$ cat src/rtl/pcseq_pkg.sv
package pcseq_pkg;

  // Command codes on the instruction port
  typedef enum logic [2:0] {
    OP_INC  = 3'd0,
    OP_JMP  = 3'd1,
    OP_CALL = 3'd2,
    OP_RET  = 3'd3,
    OP_RETI = 3'd4
  } pc_op_e;

endpackage

$ cat src/rtl/pcseq_irq_ctrl.sv
module pcseq_irq_ctrl #(
  parameter int N_SRC     = 3,
  parameter int PC_W      = 10,
  parameter int VEC_SHIFT = 2
) (
  input  logic             clk,
  input  logic             rst_n,
  input  logic [N_SRC-1:0] irq_req,
  input  logic [N_SRC-1:0] irq_en,
  input  logic             stk_full,
  input  logic             gie_set,
  input  logic             gie_clr,
  input  logic             reti_fire,
  output logic             take,
  output logic [PC_W-1:0]  vec_addr,
  output logic [N_SRC-1:0] pending,
  output logic             gie
);

  logic [N_SRC-1:0] eligible;
  logic [N_SRC-1:0] grant;
  logic [N_SRC-1:0] serviced;
  logic [N_SRC:0]   seen;

  assign eligible = pending & irq_en;
  assign seen[0]  = 1'b0;

  // Lowest index wins: a source is granted when no lower one is eligible
  for (genvar i = 0; i < N_SRC; i++) begin : g_pri
    assign grant[i]    = eligible[i] & ~seen[i];
    assign seen[i + 1] = seen[i] | eligible[i];
  end

  assign take     = gie & seen[N_SRC] & ~stk_full;
  assign serviced = take ? grant : '0;

  always_comb begin
    vec_addr = '0;
    for (int i = 0; i < N_SRC; i++) begin
      if (grant[i]) vec_addr = PC_W'((i + 1) << VEC_SHIFT);
    end
  end

  // A fresh request wins over the clear of the serviced flag
  always_ff @(posedge clk or negedge rst_n) begin
    if (!rst_n) pending <= '0;
    else        pending <= (pending & ~serviced) | irq_req;
  end

  always_ff @(posedge clk or negedge rst_n) begin
    if (!rst_n)                     gie <= 1'b0;
    else if (take)                  gie <= 1'b0;
    else if (gie_clr)               gie <= 1'b0;
    else if (gie_set || reti_fire)  gie <= 1'b1;
  end

endmodule

$ cat src/rtl/pcseq_ret_stack.sv
module pcseq_ret_stack #(
  parameter int PC_W  = 10,
  parameter int DEPTH = 4
) (
  input  logic            clk,
  input  logic            rst_n,
  input  logic            push,
  input  logic            pop,
  input  logic [PC_W-1:0] push_data,
  output logic [PC_W-1:0] top,
  output logic            full
);

  localparam int CNT_W = $clog2(DEPTH + 1);

  logic [PC_W-1:0]  ent [DEPTH];
  logic [CNT_W-1:0] cnt;

  // Shift-register stack: push moves entries deeper, pop pulls them up
  for (genvar i = 0; i < DEPTH; i++) begin : g_ent
    logic [PC_W-1:0] from_above;
    logic [PC_W-1:0] from_below;
    if (i == 0) begin : g_first
      assign from_above = push_data;
    end else begin : g_rest
      assign from_above = ent[i - 1];
    end
    if (i == DEPTH - 1) begin : g_last
      assign from_below = '0;
    end else begin : g_inner
      assign from_below = ent[i + 1];
    end
    always_ff @(posedge clk or negedge rst_n) begin
      if (!rst_n)    ent[i] <= '0;
      else if (push) ent[i] <= from_above;
      else if (pop)  ent[i] <= from_below;
    end
  end

  always_ff @(posedge clk or negedge rst_n) begin
    if (!rst_n) cnt <= '0;
    else if (push) begin
      if (cnt != CNT_W'(DEPTH)) cnt <= cnt + 1'b1;
    end else if (pop) begin
      if (cnt != '0) cnt <= cnt - 1'b1;
    end
  end

  assign top  = ent[0];
  assign full = (cnt == CNT_W'(DEPTH));

endmodule

$ cat src/rtl/pcseq_next_pc.sv
module pcseq_next_pc
  import pcseq_pkg::*;
#(
  parameter int PC_W = 10
) (
  input  logic [PC_W-1:0] pc,
  input  logic            take,
  input  logic [PC_W-1:0] vec_addr,
  input  logic            cmd_fire,
  input  logic [2:0]      op,
  input  logic [PC_W-1:0] target,
  input  logic [PC_W-1:0] stk_top,
  output logic [PC_W-1:0] pc_next,
  output logic            push,
  output logic [PC_W-1:0] push_data,
  output logic            pop,
  output logic            reti_fire
);

  logic [PC_W-1:0] pc_inc;
  assign pc_inc = pc + 1'b1;

  always_comb begin
    pc_next   = pc;
    push      = 1'b0;
    push_data = pc;
    pop       = 1'b0;
    reti_fire = 1'b0;
    if (take) begin
      pc_next   = vec_addr;
      push      = 1'b1;
      push_data = pc;
    end else if (cmd_fire) begin
      case (pc_op_e'(op))
        OP_INC:  pc_next = pc_inc;
        OP_JMP:  pc_next = target;
        OP_CALL: begin
          push      = 1'b1;
          push_data = pc_inc;
          pc_next   = target;
        end
        OP_RET: begin
          pop     = 1'b1;
          pc_next = stk_top;
        end
        OP_RETI: begin
          pop       = 1'b1;
          pc_next   = stk_top;
          reti_fire = 1'b1;
        end
        default: pc_next = pc;
      endcase
    end
  end

endmodule

$ cat src/rtl/pc_sequencer.sv
module pc_sequencer #(
  parameter int PC_W      = 10,
  parameter int N_SRC     = 3,
  parameter int STK_DEPTH = 4,
  parameter int VEC_SHIFT = 2
) (
  input  logic             clk,
  input  logic             rst_n,
  input  logic             cmd_valid,
  output logic             cmd_ready,
  input  logic [2:0]       cmd_op,
  input  logic [PC_W-1:0]  cmd_target,
  input  logic [N_SRC-1:0] irq_req,
  input  logic [N_SRC-1:0] irq_en,
  input  logic             gie_set,
  input  logic             gie_clr,
  output logic             irq_ack,
  output logic [PC_W-1:0]  pc_o,
  output logic             gie_o,
  output logic [N_SRC-1:0] pending_o,
  output logic             stk_full_o
);

  logic            take;
  logic [PC_W-1:0] vec_addr;
  logic            stk_full;
  logic [PC_W-1:0] stk_top;
  logic            push;
  logic            pop;
  logic [PC_W-1:0] push_data;
  logic            reti_fire;
  logic [PC_W-1:0] pc_q;
  logic [PC_W-1:0] pc_next;
  logic            cmd_fire;

  assign cmd_ready = ~take;
  assign cmd_fire  = cmd_valid & cmd_ready;

  pcseq_irq_ctrl #(
    .N_SRC(N_SRC), .PC_W(PC_W), .VEC_SHIFT(VEC_SHIFT)
  ) u_irq (
    .clk(clk), .rst_n(rst_n), .irq_req(irq_req), .irq_en(irq_en),
    .stk_full(stk_full), .gie_set(gie_set), .gie_clr(gie_clr),
    .reti_fire(reti_fire), .take(take), .vec_addr(vec_addr),
    .pending(pending_o), .gie(gie_o)
  );

  pcseq_ret_stack #(
    .PC_W(PC_W), .DEPTH(STK_DEPTH)
  ) u_stk (
    .clk(clk), .rst_n(rst_n), .push(push), .pop(pop),
    .push_data(push_data), .top(stk_top), .full(stk_full)
  );

  pcseq_next_pc #(
    .PC_W(PC_W)
  ) u_nxt (
    .pc(pc_q), .take(take), .vec_addr(vec_addr), .cmd_fire(cmd_fire),
    .op(cmd_op), .target(cmd_target), .stk_top(stk_top),
    .pc_next(pc_next), .push(push), .push_data(push_data),
    .pop(pop), .reti_fire(reti_fire)
  );

  always_ff @(posedge clk or negedge rst_n) begin
    if (!rst_n) pc_q <= '0;
    else        pc_q <= pc_next;
  end

  assign pc_o       = pc_q;
  assign irq_ack    = take;
  assign stk_full_o = stk_full;

endmodule

$ cat config.mk
export PLATFORM = sky130hd
export DESIGN_NAME = pc_sequencer
export DESIGN_NICKNAME = d
export VERILOG_FILES = /design/src/rtl/pcseq_pkg.sv /design/src/rtl/pcseq_irq_ctrl.sv /design/src/rtl/pcseq_ret_stack.sv /design/src/rtl/pcseq_next_pc.sv /design/src/rtl/pc_sequencer.sv
export SDC_FILE = /design/constraint.sdc
export NUM_CORES = 1
export LEC_CHECK = 0
export BUFFER_PORTS_ARGS = -buffer_cell sky130_fd_sc_hd__buf_2
export CORE_MARGIN = 4
export CORE_UTILIZATION = 45
export DETAILED_ROUTE_END_ITERATION = 8
export GPL_TIMING_DRIVEN = 0
export SETUP_SLACK_MARGIN = 0.5
export SLEW_MARGIN = 20
export SYNTH_ARGS = -nofsm -noshare
export SYNTH_HDL_FRONTEND = slang
export SYNTH_SLANG_ARGS = --single-unit
$ cat constraint.sdc
create_clock -name clk -period 3.65 [get_ports clk]
set_input_delay 0.1825 -clock clk [delete_from_list [all_inputs] [get_ports clk]]
set_output_delay 0.1825 -clock clk [all_outputs]
set_load 0.03 [all_outputs]
==> reports/qor_table.md, run 1 <==
| Stage | Metric | Reported |
|---|---|---|
| outcome | Status | completed |
| min path | Depth of the worst hold-timing path | 2 |
| grt | Overall Global Routing Usage | 24.45% |
| setup path | Register-to-Register Path Depth | 9 |
| timing | Worst Hold Margin | 0.007114 ns |
| synthesis | Synthesized area per cell | 9.182 um^2 |
| setup path | Critical path launch point | u_irq.gie |
| floorplan | Width of the die | 94.07 um |
| finish | Net count, final | 443 |
| cts | Total CTS buffers | 9 |
| grt | Wire length of the first global-routing pass | 16.53 mm |
| timing | Clock period minus final worst setup slack | 2.766 ns |
| grt | Vias in the first global route | 3029 |
| routing | Wirelength, routed | 9.999 mm |
| floorplan | Die footprint | 8848 um^2 |
| setup path | Worst-path maximum fanout | 10 |
| placement | Final HPWL DP | 7.270 mm |
| pwr | Power per cell area | 691.9 nW/um^2 |
| timing | RSZ-0062 raised after global routing | no |
| synthesis | Mapped Nets | 389 |
| timing | Setup TNS after final layout | 0 ns |
| setup path | Origin of the critical flop-to-flop path | u_irq.gie |
| routing | Routed length per placed instance | 19.19 um |
| floorplan | Initial core utilization | 46.20% |
| cts | Total clock sinks | 57 |
| routing | Vias | 3229 |
| synthesis | Cell variety after synth | 66 |
| routing | Iteration-0 DRC count of the detailed router | 269 |
| synthesis | Portion of synthesized cell area occupied by the leading cell type | 42.79% |
| routing | Number of nets with antenna violations after routing | 0 |
| setup path | Critical path type | flop to flop |
| synthesis | Synth Flop Type | dfrtp_1 |
| timing | Final setup vio count | 0 |
| grt | Number of antenna violations at the first check in global routing | 0 |
| synthesis | Cell Area, Synth | 3333 um^2 |
| placement | Placed insts | 501 |
| floorplan | Placeable core region | 7214 um^2 |
| placement | Number of port buffers | 39 |
| timing | Worst setup skew after layout | 0.01379 ns |
| cts | Worst-skew pair later-pin latency | 0.35 ns |
| timing | Upper clock frequency limit | 361.5 MHz |
| cts | Maximum clock path buffer count | 2 |
| synthesis | Register area share after synthesis | 42.79% |
| cts | TritonCTS clock tree | done |
| timing | Endpoints failing hold | 0 |
| synthesis | #FFs+latches synth | 57 |
| timing | Fin. max-slew vios | 0 |
| finish | Fraction of layout cells with a size suffix above 1 | 17.77% |
| synthesis | Most used standard cells in the synthesized netlist | 57 x dfrtp_1, 42 x nand2_1, 19 x a21oi_1, 18 x nand3_1, 17 x clkbuf_1 |
| timing | Worst relative slew slack | 34.40% |
| grt | Total congestion overflow after global routing | 0 |
| setup path | Kind of start point of the critical path | flop |
| synthesis | Most numerous cell in the Yosys netlist | dfrtp_1 |
| routing | Detailed-route vias per instance | 6.198 |
| cts | Buffer type at the clock tree root | clkbuf_8 |
| min path | Worst hold path type | primary input to flop |
| synthesis | Synth async-reset ratio | 100.0% |
| synthesis | Cells taking the most area after synthesis | dfrtp_1 43%, nand2_1 4.7%, a32oi_1 2.9%, a21oi_1 2.9%, nand3_1 2.7% |
| finish | Inserted Diodes | 0 |
| pwr | Max VDD drop | 377.5 uV |
| pwr | Lkg Pwr | 1.715 nW |
| floorplan | Ports placed on the boundary | 41 |
| timing | Tightest Pin Transition | 0.9708 ns |
| synthesis | Number of enable-type register cells in the synthesized netlist | 0 |
| cts | Clock edge transition at the registers on the reported setup and hold paths | 0.07 ns |
| placement | Routability congestion estimate | 0.9272 |
| routing | Final routed DRC violation total | 0 |
| setup path | Worst Setup End Kind | flop |
| timing | Fin crit share | 75.78% |
| synthesis | Top cell type by total area after synthesis | dfrtp_1 |
| setup path | Critical path data required time | 3.90 ns |
| finish | Area added between synthesis and finish | 16.29% |
| synthesis | Total of warnings raised by yosys | 0 |
| floorplan | Overall die height | 94.07 um |
| routing | DR pass1 iterations | 5 |
| min path | Hold Startpoint | irq_req[1] |
| cts | Total number of H-tree levels | 3 |
| finish | Layout Cells excl Fill | 521 |
| synthesis | Synthesized instance count | 363 |
| setup path | Arrival @ worst endpoint | 3.02 ns |
| floorplan | FP Rows | 31 |
| job | # Max-Cap Violations | 0 |
| grt | Maximum number of pins on one net before global-route repair | 58 |
==> cell families after synthesis <==
logic type | count (synthesis) | share of synthesized area [%]
AO/OA/AOI/OAI | 134 | 29.62
XOR/XNOR | 5 | 1.314
adder cells (fa/ha/maj) | 2 | 0.7506
AND/OR/NAND/NOR | 117 | 17.98
buffers and inverters | 41 | 5.405
multiplexers | 7 | 2.140
flip-flops | 57 | 42.79
==> cells in the final DEF, fill, tap and decap left out, types with 4 or more instances in the layout <==
cell type,instances
nand3_1,18
a31oi_1,6
o31ai_1,4
dfrtp_1,57
buf_4,6
a21oi_1,19
nand2_1,42
mux2i_1,6
inv_1,12
a32oi_1,11
a211oi_1,4
a22o_1,10
nor2_1,12
clkbuf_1,17
nor3_1,13
o21ai_0,16
o211ai_1,9
a21o_1,7
clkbuf_8,11
a22oi_1,9
buf_2,44
==> worst max-delay path, stage by stage (launching register included) <==
cell,delay [ns]
dfrtp_1,0.36
inv_1,0.07
clkbuf_1,0.24
o31ai_2,0.49
clkbuf_1,0.47
xnor2_1,0.13
ha_1,0.23
or4_1,0.40
a2bb2oi_1,0.14
o32ai_1,0.13
==> metal layers <==
metal  wire, um  GRT usage [%]
met4        180          7.581
met1       4679          34.71
met2       4459          37.61
met3        680          4.808
met5          0              0
==> through the flow <==
stage | cell area (um^2) | power, mW | worst slack, ns | utilization (%)
final | 3876 | 2.682 | 0.8841 | 53.73
after global routing | 3876 | 2.862 | 0.6561 | 53.73
after CTS | 3871 | 2.681 | 0.7587 | 53.66
after detailed placement | 3655 | 2.116 | 0.3704 | 50.66
after global placement | 3652 | 2.096 | 0.4101 | 50.62
after floorplan | 3333 | 1.785 | 0.8469 | -
==> layout make-up <==
class | count | area, um^2
Sequential cell | 57 | 1426
Tap cell | 99 | 123.9
Timing Repair Buffer | 43 | 232.7
Fill cell | 689 | 3338
Buffer | 29 | 135.1
Multi-Input combinational cell | 265 | 1732
Inverter | 12 | 45.04
Clock inverter | 5 | 30.03
Clock buffer | 11 | 151.4
==> final timing paths <==
kind | endpoint | slack [ns]
max in group asynchronous | u_stk.cnt[0] | 2.70
max | u_stk.cnt[2] | 0.88
min | u_irq.pending[1] | 0.007
min reg2reg | u_stk.g_ent[1].from_below[0] | 0.47
min in group asynchronous | pc_o[1] | 0.42
max reg2reg | u_stk.cnt[2] | 0.88
==> report_power, final <==
group | switching, mW | internal, mW
logic | 0.569 | 0.392
clock network | 0.279 | 0.279
registers | 0.273 | 0.889
==> registers in the layout (all words and copies together), names as in the netlist <==
register and count:
u_irq.pending 3, pc_o 10, u_stk.cnt 3, u_irq.gie 1, u_stk.g_ent.from_below 30, u_stk.top 10
==> what timing repair did <==
action	CTS	global route
endpoints found under the hold margin	58	0
hold buffers	2	0
gates resized for setup	0	1
setup endpoints to repair	1	1
setup buffers	2	0
gates cloned	0	0
pin swaps	1	0
No activity file was read; power rests on OpenSTA's default activity.
==> inputs of run 2 (changes only) <==
ABC_AREA = 1   (was not set)
clock period = 2.7 ns   (was 3.65 ns; I/O delays follow)
==> run 2 against run 1 <==
  * Non-clock buffer count shrank 13
  * Combinational power rose by 48%
  * Power is 41% higher
  * Synthesized cell count increased by 5.2%
  * Sequential share of layout area up 1.7 points
  * Core utilization rose by 1.1 points
==> reports/qor_table.md, run 2 <==
| Stage | Metric | Reported | Delta |
|---|---|---|---|
| placement | Routability congestion estimate | 0.8322 | -10% |
| cts | Maximum clock path buffer count | 2 | unchanged |
| floorplan | FP Rows | 30 | -3.2% |
| timing | Worst setup skew after layout | 0.008722 ns | -0.005069 ns |
| timing | Worst Hold Margin | 0.07471 ns | +0.06760 ns |
| setup path | Critical path data required time | 2.99 ns | -0.91 ns |
| finish | Net count, final | 464 | +4.7% |
| synthesis | Top cell type by total area after synthesis | dfrtp_1 |  |
| finish | Area used by multi-input combinational logic | 1353 um^2 | -22% |
| synthesis | Post-synthesis simple-gate area fraction | 20.89% | +2.9 points |
| timing | Endpoints failing hold | 0 | unchanged |
| synthesis | Synth async-reset ratio | 100.0% | unchanged |
| routing | Iteration-0 DRC count of the detailed router | 146 | -46% |
| synthesis | Post-synthesis compound-gate area fraction | 20.05% | -9.6 points |
| cts | Total clock sinks | 57 | unchanged |
| placement | Number of port buffers | 40 | +2.6% |
| finish | Most common library cell in the layout ignoring fill and taps | nand2_1 |  |
| floorplan | Width of the die | 91.19 um | -3.1% |
| floorplan | Die footprint | 8316 um^2 | -6.0% |
| cts | Total CTS buffers | 9 | unchanged |
| cts | Total number of H-tree levels | 3 | unchanged |
| setup path | Origin of the critical flop-to-flop path | u_irq.pending[0] |  |
| floorplan | Placeable core region | 6756 um^2 | -6.3% |
| finish | Fraction of layout cells with a size suffix above 1 | 21.44% | +3.7 points |
| routing | Detailed-route vias per instance | 5.214 | -16% |
| setup path | Critical path type | flop to flop |  |
| timing | Fin. max-slew vios | 0 | unchanged |
| synthesis | Total of warnings raised by yosys | 0 | unchanged |
| pwr | Part of the power in the clock network | 25.5% | +4.7 points |
| synthesis | Cells taking the most area after synthesis | dfrtp_1 46%, nand2_1 13%, inv_1 6.5%, o21ai_0 4.3%, o22ai_2 4.0% |  |
| finish | Area added between synthesis and finish | 19.00% |  |
| pwr | Power per cell area | 1022 nW/um^2 | +48% |
| synthesis | Portion of synthesized cell area occupied by the leading cell type | 45.80% | +3.0 points |
| pwr | Sequential Power Share | 37.1% | -6.2 points |
| grt | Number of antenna violations at the first check in global routing | 0 | unchanged |
| grt | Total congestion overflow after global routing | 0 | unchanged |
| min path | Hold Startpoint | gie_set |  |
| setup path | Slowest-stage cell, CP | dfrtp_1 |  |
| finish | Fillcell total | 637 | -7.5% |
| synthesis | Register area share after synthesis | 45.80% | +3.0 points |
| timing | Clock period minus final worst setup slack | 1.994 ns | -0.7718 ns |
| setup path | Register-to-Register Path Depth | 14 | +5 |
| setup path | Arrival @ worst endpoint | 2.28 ns | -0.74 ns |
| pwr | Max VDD drop | 481.3 uV | +28% |
| finish | Combined flip-flop and latch cell area | 1426 um^2 | unchanged |
| min path | Worst hold path type | primary input to flop |  |
| synthesis | Synthesized area per cell | 8.152 um^2 | -11% |
| routing | Number of nets with antenna violations after routing | 0 | unchanged |
| synthesis | Combinational family with the most area after synthesis | simple AND/OR/NAND/NOR gates |  |
| routing | DR pass1 iterations | 4 | -1 |
| finish | Largest register FFs | 30 | unchanged |
| synthesis | Synthesized instance count | 382 | +5.2% |
| finish | Layout Cells excl Fill | 523 | +0.38% |
| timing | Setup TNS after final layout | 0 ns | unchanged |
| cts | Buffer type at the clock tree root | clkbuf_8 |  |
| cts | Worst-skew pair later-pin latency | 0.35 ns | about the same |
| routing | Final routed DRC violation total | 0 | unchanged |
| synthesis | Number of enable-type register cells in the synthesized netlist | 0 | unchanged |
| pwr | Lkg Pwr | 1.785 nW | +4.1% |
| routing | Wirelength, routed | 8.059 mm | -19% |
| pwr | Net switching fraction of the power | 39.31% | -2.5 points |
| setup path | Worst flop-to-flop path endpoint | u_stk.cnt[2] |  |
| timing | Worst relative slew slack | 51.73% | +17 points |
| pwr | Int Power | 2.298 mW | +47% |
| min path | End point of the worst hold path | u_irq.gie |  |
| routing | Vias | 2727 | -16% |
| synthesis | Synth Flop Type | dfrtp_1 |  |
| synthesis | Area share of fa/ha/maj cells after synthesis | 0.8035% | +0.053 points |
| synthesis | Mapped Nets | 408 | +4.9% |
| outcome | Status | completed |  |
| timing | Final setup vio count | 0 | unchanged |
| grt | Vias in the first global route | 2566 | -15% |
| synthesis | Xor/xnor share of the synthesized area | 1.687% | +0.37 points |
| finish | Final core occ | 54.85% | +1.1 points |
| cts | TritonCTS clock tree | done |  |
| setup path | Worst Setup End Kind | flop |  |
| setup path | Kind of start point of the critical path | flop |  |
| setup path | Cell repeated most along the worst path | nand2_1 |  |
| synthesis | Post-synthesis mux area share | 0% | -2.1 points |
| min path | Depth of the worst hold-timing path | 3 | +1 |
| synthesis | Cell Area, Synth | 3114 um^2 | -6.6% |
| setup path | Register-to-register path setup slack | 0.71 ns | -0.18 ns |
| job | # Max-Cap Violations | 0 | unchanged |
| finish | Inserted Diodes | 0 | unchanged |
| floorplan | Ports placed on the boundary | 41 | unchanged |
| pwr | Combinational power share | 37.4% | +1.6 points |
| placement | Placed insts | 502 | +0.20% |
| routing | Routed length per placed instance | 15.41 um | -20% |
| floorplan | Overall die height | 91.19 um | -3.1% |
| timing | RSZ-0062 raised after global routing | no |  |
| timing | Tightest Pin Transition | 0.7240 ns | -0.2468 ns |
| synthesis | Most numerous cell in the Yosys netlist | nand2_1 |  |
| floorplan | Initial core utilization | 46.09% | -0.11 points |
| synthesis | Most used standard cells in the synthesized netlist | 107 x nand2_1, 57 x dfrtp_1, 54 x inv_1, 27 x o21ai_0, 23 x nor2_1 |  |
| cts | Clock edge transition at the registers on the reported setup and hold paths | 0.07 ns | about the same |
| grt | Wire length of the first global-routing pass | 13.48 mm | -18% |
| pwr | Net Sw Power | 1.488 mW | +33% |
| placement | Final HPWL DP | 5.678 mm | -22% |
| grt | Maximum number of pins on one net before global-route repair | 58 | unchanged |
| setup path | Chain of cells forming the critical path | nand2_1, nand3_1, nand3_2, o21ai_4, buf_2, nand2_1, nand2_1, inv_1, ha_1, inv_1, nand2_1, nand2_1, nand3_1, nand2_1 |  |
| grt | Overall Global Routing Usage | 20.73% | -3.7 points |
| setup path | Critical Path Max Stage Delay | 0.36 ns | -0.13 ns |
| synthesis | Cell variety after synth | 33 | -50% |
| timing | Upper clock frequency limit | 501.5 MHz | +39% |
| synthesis | #FFs+latches synth | 57 | unchanged |
| finish | Most frequent cells in the layout | 107 x nand2_1, 57 x dfrtp_1, 54 x inv_1 |  |
| timing | Fin crit share | 73.86% | -1.9 points |
| setup path | Worst-path maximum fanout | 10 | unchanged |
-- run 2: cell types whose count changed after synthesis, sizes merged, moves of 11 or more --
cell,previous run,this run
inv,12,61
nand2,42,108
o22ai,2,13
nor3,14,0
clkbuf,17,1
nor2,12,26
a32oi,11,0
-- run 2: how the worst max path moves through the flow --
| stage | cells past startpoint | from | slack (ns) | end |
|---|---|---|---|---|
| 3_5_place_dp | 14 | u_irq.pending[0] | 0.72 | u_stk.cnt[2] |
| 4_1_cts | 14 | u_irq.pending[0] | 0.70 | u_stk.cnt[2] |
| 6_report | 14 | u_irq.pending[0] | 0.71 | u_stk.cnt[2] |
| 3_3_place_gp | 14 | u_irq.pending[0] | 0.73 | u_stk.cnt[2] |
| 2_1_floorplan | 14 | u_irq.pending[0] | 0.76 | u_stk.cnt[2] |
| 5_1_grt | 14 | u_irq.pending[0] | 0.53 | u_stk.cnt[2] |
-- run 2: power by group through the flow --
stage | clock [mW] | sequential [mW] | combinational, mW
after floorplan | 0 | 1.47 | 0.964
after global placement | 0 | 1.41 | 1.39
after detailed placement | 0 | 1.42 | 1.41
after CTS | 0.976 | 1.40 | 1.42
after global routing | 1.02 | 1.45 | 1.59
final | 0.965 | 1.40 | 1.42
-- run 2: layout make-up --
cell class / instances / share of cell area [%]
Sequential cell: 57 / 38.49
Multi-Input combinational cell: 249 / 36.50
Timing Repair Buffer: 45 / 6.820
Inverter: 62 / 6.280
Clock buffer: 12 / 4.456
Buffer: 14 / 2.768
Tap cell: 80 / 2.701
Clock inverter: 4 / 1.992
-- run 2: cells by family after synthesis --
kind of cell               count (synthesis)
xor gates and xnor gates                   6
buffers and inverters                     76
AOI/OAI and AO/OA                         86
and+or+nand+nor                          155
adders and majority gates                  2
DFF                                       57
-- run 2: per-stage QoR --
step | power, mW | setup WS [ns] | instance area, um^2
floorplan | 2.434 | 0.7610 | 3114
global placement | 2.799 | 0.7282 | 3415
detailed placement | 2.827 | 0.7200 | 3417
CTS | 3.800 | 0.7022 | 3706
global route | 4.064 | 0.5294 | 3706
finish | 3.786 | 0.7059 | 3706
-- run 2: timing repair --
| action | CTS | global route |
|---|---|---|
| setup endpoints to repair | 0 | 0 |
| setup buffers | 0 | 0 |
| resized for setup | 0 | 0 |
| hold endpoints to repair | 61 | 0 |
| hold buffers | 5 | 0 |
-- run 2: layer usage --
metal / global-route usage, % / share of wire [%]
met1: 30.04 / 49
met2: 30.29 / 44
met3: 3.645 / 4.6
met4: 8.920 / 1.9
met5: 0 / 0
-- run 2: worst max-delay path, delay by kind of cell, from the launching register on --
family	cells	cell delay (ns)
AND/OR/NAND/NOR	9	0.81
buffers and inverters	3	0.42
flip-flops	1	0.36
AO/OA/AOI/OAI	1	0.18
adder cells (fa/ha/maj)	1	0.16
==> inputs of run 3 (changes only) <==
clock period = 1.9 ns   (was 2.7 ns; I/O delays follow)
==> run 3 against run 2 <==
  * Combinational power up 80%
  * Critical path type unchanged
  * Power up 52%
  * Non-clock buffer count up 30
  * Worst setup slack worse by 0.44 ns
  * Clock skew up 0.0041 ns
  * Wire length up 7.3%
  * Critical endpoint is now u_stk.g_ent[1].from_below[5]
  * Sequential share of layout area down 4.3 points
  * Fmax up 22%
  * Clock power up 23%
  * Via count up 4.4%
==> reports/qor_table.md, run 3 (synthesis gave the netlist of run 2 again) <==
| Stage | Metric | Reported | Delta |
|---|---|---|---|
| floorplan | Die footprint | 8316 um^2 | unchanged |
| routing | Number of nets with antenna violations after routing | 0 | unchanged |
| finish | Area added between synthesis and finish | 34.99% |  |
| placement | Routability congestion estimate | 0.9012 | +8.3% |
| floorplan | FP Rows | 30 | unchanged |
| pwr | Max VDD drop | 725.0 uV | +51% |
| floorplan | Placeable core region | 6756 um^2 | unchanged |
| job | # Max-Cap Violations | 0 | unchanged |
| cts | Total clock sinks | 57 | unchanged |
| cts | Buffer type at the clock tree root | clkbuf_8 |  |
| setup path | Worst-path maximum fanout | 7 | -3 |
| grt | Maximum number of pins on one net before global-route repair | 58 | unchanged |
| cts | Total CTS buffers | 9 | unchanged |
| routing | Wirelength, routed | 8.650 mm | +7.3% |
| timing | Clock period minus final worst setup slack | 1.631 ns | -0.3636 ns |
| routing | DR pass1 iterations | 4 | unchanged |
| timing | RSZ-0062 raised after global routing | yes |  |
| setup path | Critical path data required time | 2.15 ns | -0.84 ns |
| grt | Global route hottest layer | met2 |  |
| grt | Total congestion overflow after global routing | 0 | unchanged |
| finish | Largest register FFs | 30 | unchanged |
| timing | Endpoints failing hold | 0 | unchanged |
| placement | Final HPWL DP | 5.658 mm | -0.35% |
| floorplan | Overall die height | 91.19 um | unchanged |
| setup path | Worst Setup End Kind | flop |  |
| timing | Upper clock frequency limit | 613.3 MHz | +22% |
| timing | Worst setup skew after layout | 0.01286 ns | +0.004136 ns |
| pwr | Lkg Pwr | 1.968 nW | +10% |
| grt | GR Layer Usage met3 | 4.557% | +0.91 points |
| grt | Vias in the first global route | 2868 | +12% |
| timing | Final setup vio count | 0 | unchanged |
| grt | Wire length of the first global-routing pass | 14.41 mm | +6.9% |
| cts | TritonCTS clock tree | done |  |
| finish | Final core occ | 62.22% | +7.4 points |
| routing | Final routed DRC violation total | 0 | unchanged |
| grt | Overall Global Routing Usage | 22.25% | +1.5 points |
| floorplan | Ports placed on the boundary | 41 | unchanged |
| min path | Worst hold path type | primary input to flop |  |
| floorplan | Width of the die | 91.19 um | unchanged |
| placement | Total cell area at the placement stage | 3538 um^2 | +3.6% |
| routing | Detailed-route vias per instance | 5.146 | -1.3% |
| finish | Inserted Diodes | 0 | unchanged |
| grt | Global routing usage on met1 | 29.92% | -0.12 points |
| finish | Fraction of layout cells with a size suffix above 1 | 35.10% | +14 points |
| routing | Vias | 2846 | +4.4% |
| timing | Fin crit share | 85.82% | +12 points |
| setup path | Arrival @ worst endpoint | 1.88 ns | -0.40 ns |
| finish | Post-route standard cell area excluding fillers | 4204 um^2 | +13% |
| routing | Routed length per placed instance | 15.64 um | +1.5% |
| setup path | Kind of start point of the critical path | flop |  |
| setup path | Critical path type | flop to flop |  |
| timing | Tightest Pin Transition | 0.7441 ns | +0.02007 ns |
| grt | Met2 track demand over resource | 35.25% | +5.0 points |
| placement | Number of port buffers | 40 | unchanged |
| finish | Most common library cell in the layout ignoring fill and taps | nand2_1 |  |
| timing | Worst relative slew slack | 50.40% | -1.3 points |
| timing | Setup TNS after final layout | 0 ns | unchanged |
| routing | Iteration-0 DRC count of the detailed router | 133 | -8.9% |
| grt | Number of antenna violations at the first check in global routing | 0 | unchanged |
| finish | Most frequent cells in the layout | 95 x nand2_1, 52 x inv_1, 48 x dfrtp_1 |  |
| finish | Net count, final | 494 | +6.5% |
| outcome | Status | completed |  |
| pwr | Power per cell area | 1367 nW/um^2 | +34% |
| floorplan | Initial core utilization | 46.09% | unchanged |
| cts | Clock edge transition at the registers on the reported setup and hold paths | 0.08 ns | about the same |
| cts | Total number of H-tree levels | 3 | unchanged |
| timing | Fin. max-slew vios | 0 | unchanged |
| cts | Maximum clock path buffer count | 2 | unchanged |
| cts | Worst-skew pair later-pin latency | 0.35 ns | about the same |
## run 3: metrics by stage
| step | instances | power, mW | setup WS (ns) | hold slack [ns] |
|---|---|---|---|---|
| 2_1_floorplan | 382 | 3.593 | 0.2382 | -0.2006 |
| 3_3_place_gp | 502 | 4.109 | 0.1138 | 0.2590 |
| 3_5_place_dp | 502 | 4.157 | 0.09515 | 0.2097 |
| 4_1_cts | 547 | 5.658 | 0.2890 | 0.02886 |
| 5_1_grt | 553 | 6.210 | 0.1451 | 0.02793 |
| 6_report | 553 | 5.747 | 0.2695 | 0.04466 |
## run 3: area by class of cell
cell class              count  area [um^2]
well taps                  80        100.1
clock buffers              10        137.6
flip-flops and latches     57         1438
inverters                  62        240.2
fillers                   596         2552
multi-input cells         249         1530
plain buffers              14        151.4
repair buffers             75        539.3
clock inverters             6        67.56
## run 3: critical path: stages, from the launching register on
cell and delay [ns]:
dfrtp_2 0.39, nand2_4 0.07, nand3_4 0.09, nand3_4 0.12, buf_4 0.16, nand3_4 0.13
inv_2 0.07, nor2_4 0.21, buf_6 0.16, nand2_1 0.06, o211ai_1 0.09
## run 3: worst paths after layout
check / start / slack (ns) / end / cells past startpoint
max in group asynchronous: rst_n / 1.02 / pc_o[4] / 2
min in group asynchronous: rst_n / 0.32 / u_stk.cnt[2] / 2
worst min register to register: u_stk.top[9] / 0.48 / u_stk.top[9] / 2
worst min-delay path: gie_set / 0.04 / u_irq.gie / 3
worst max-delay path: u_irq.pending[0] / 0.27 / u_stk.g_ent[1].from_below[5] / 10
worst max register to register: u_irq.pending[0] / 0.27 / u_stk.g_ent[1].from_below[5] / 10
## run 3: layer usage
metal / vias to the layer above / routed length (um)
li1: 1430 / -
met1: 1328 / 3869
met2: 75 / 4179
met3: 13 / 456
met4: 0 / 144
met5: - / 0
## run 3: power by group
part           total, mW  internal [mW]  switching [mW]
clock network       1.19          0.643           0.545
registers           2.01           1.70           0.312
logic               2.55           1.08            1.47
## run 3: timing repair
action,CTS,global route
pin swaps,15,12
gates cloned,2,0
gates resized for setup,37,16
setup endpoints to repair,57,58
hold endpoints to repair,61,0
hold buffers,5,0
buffers inserted,22,6
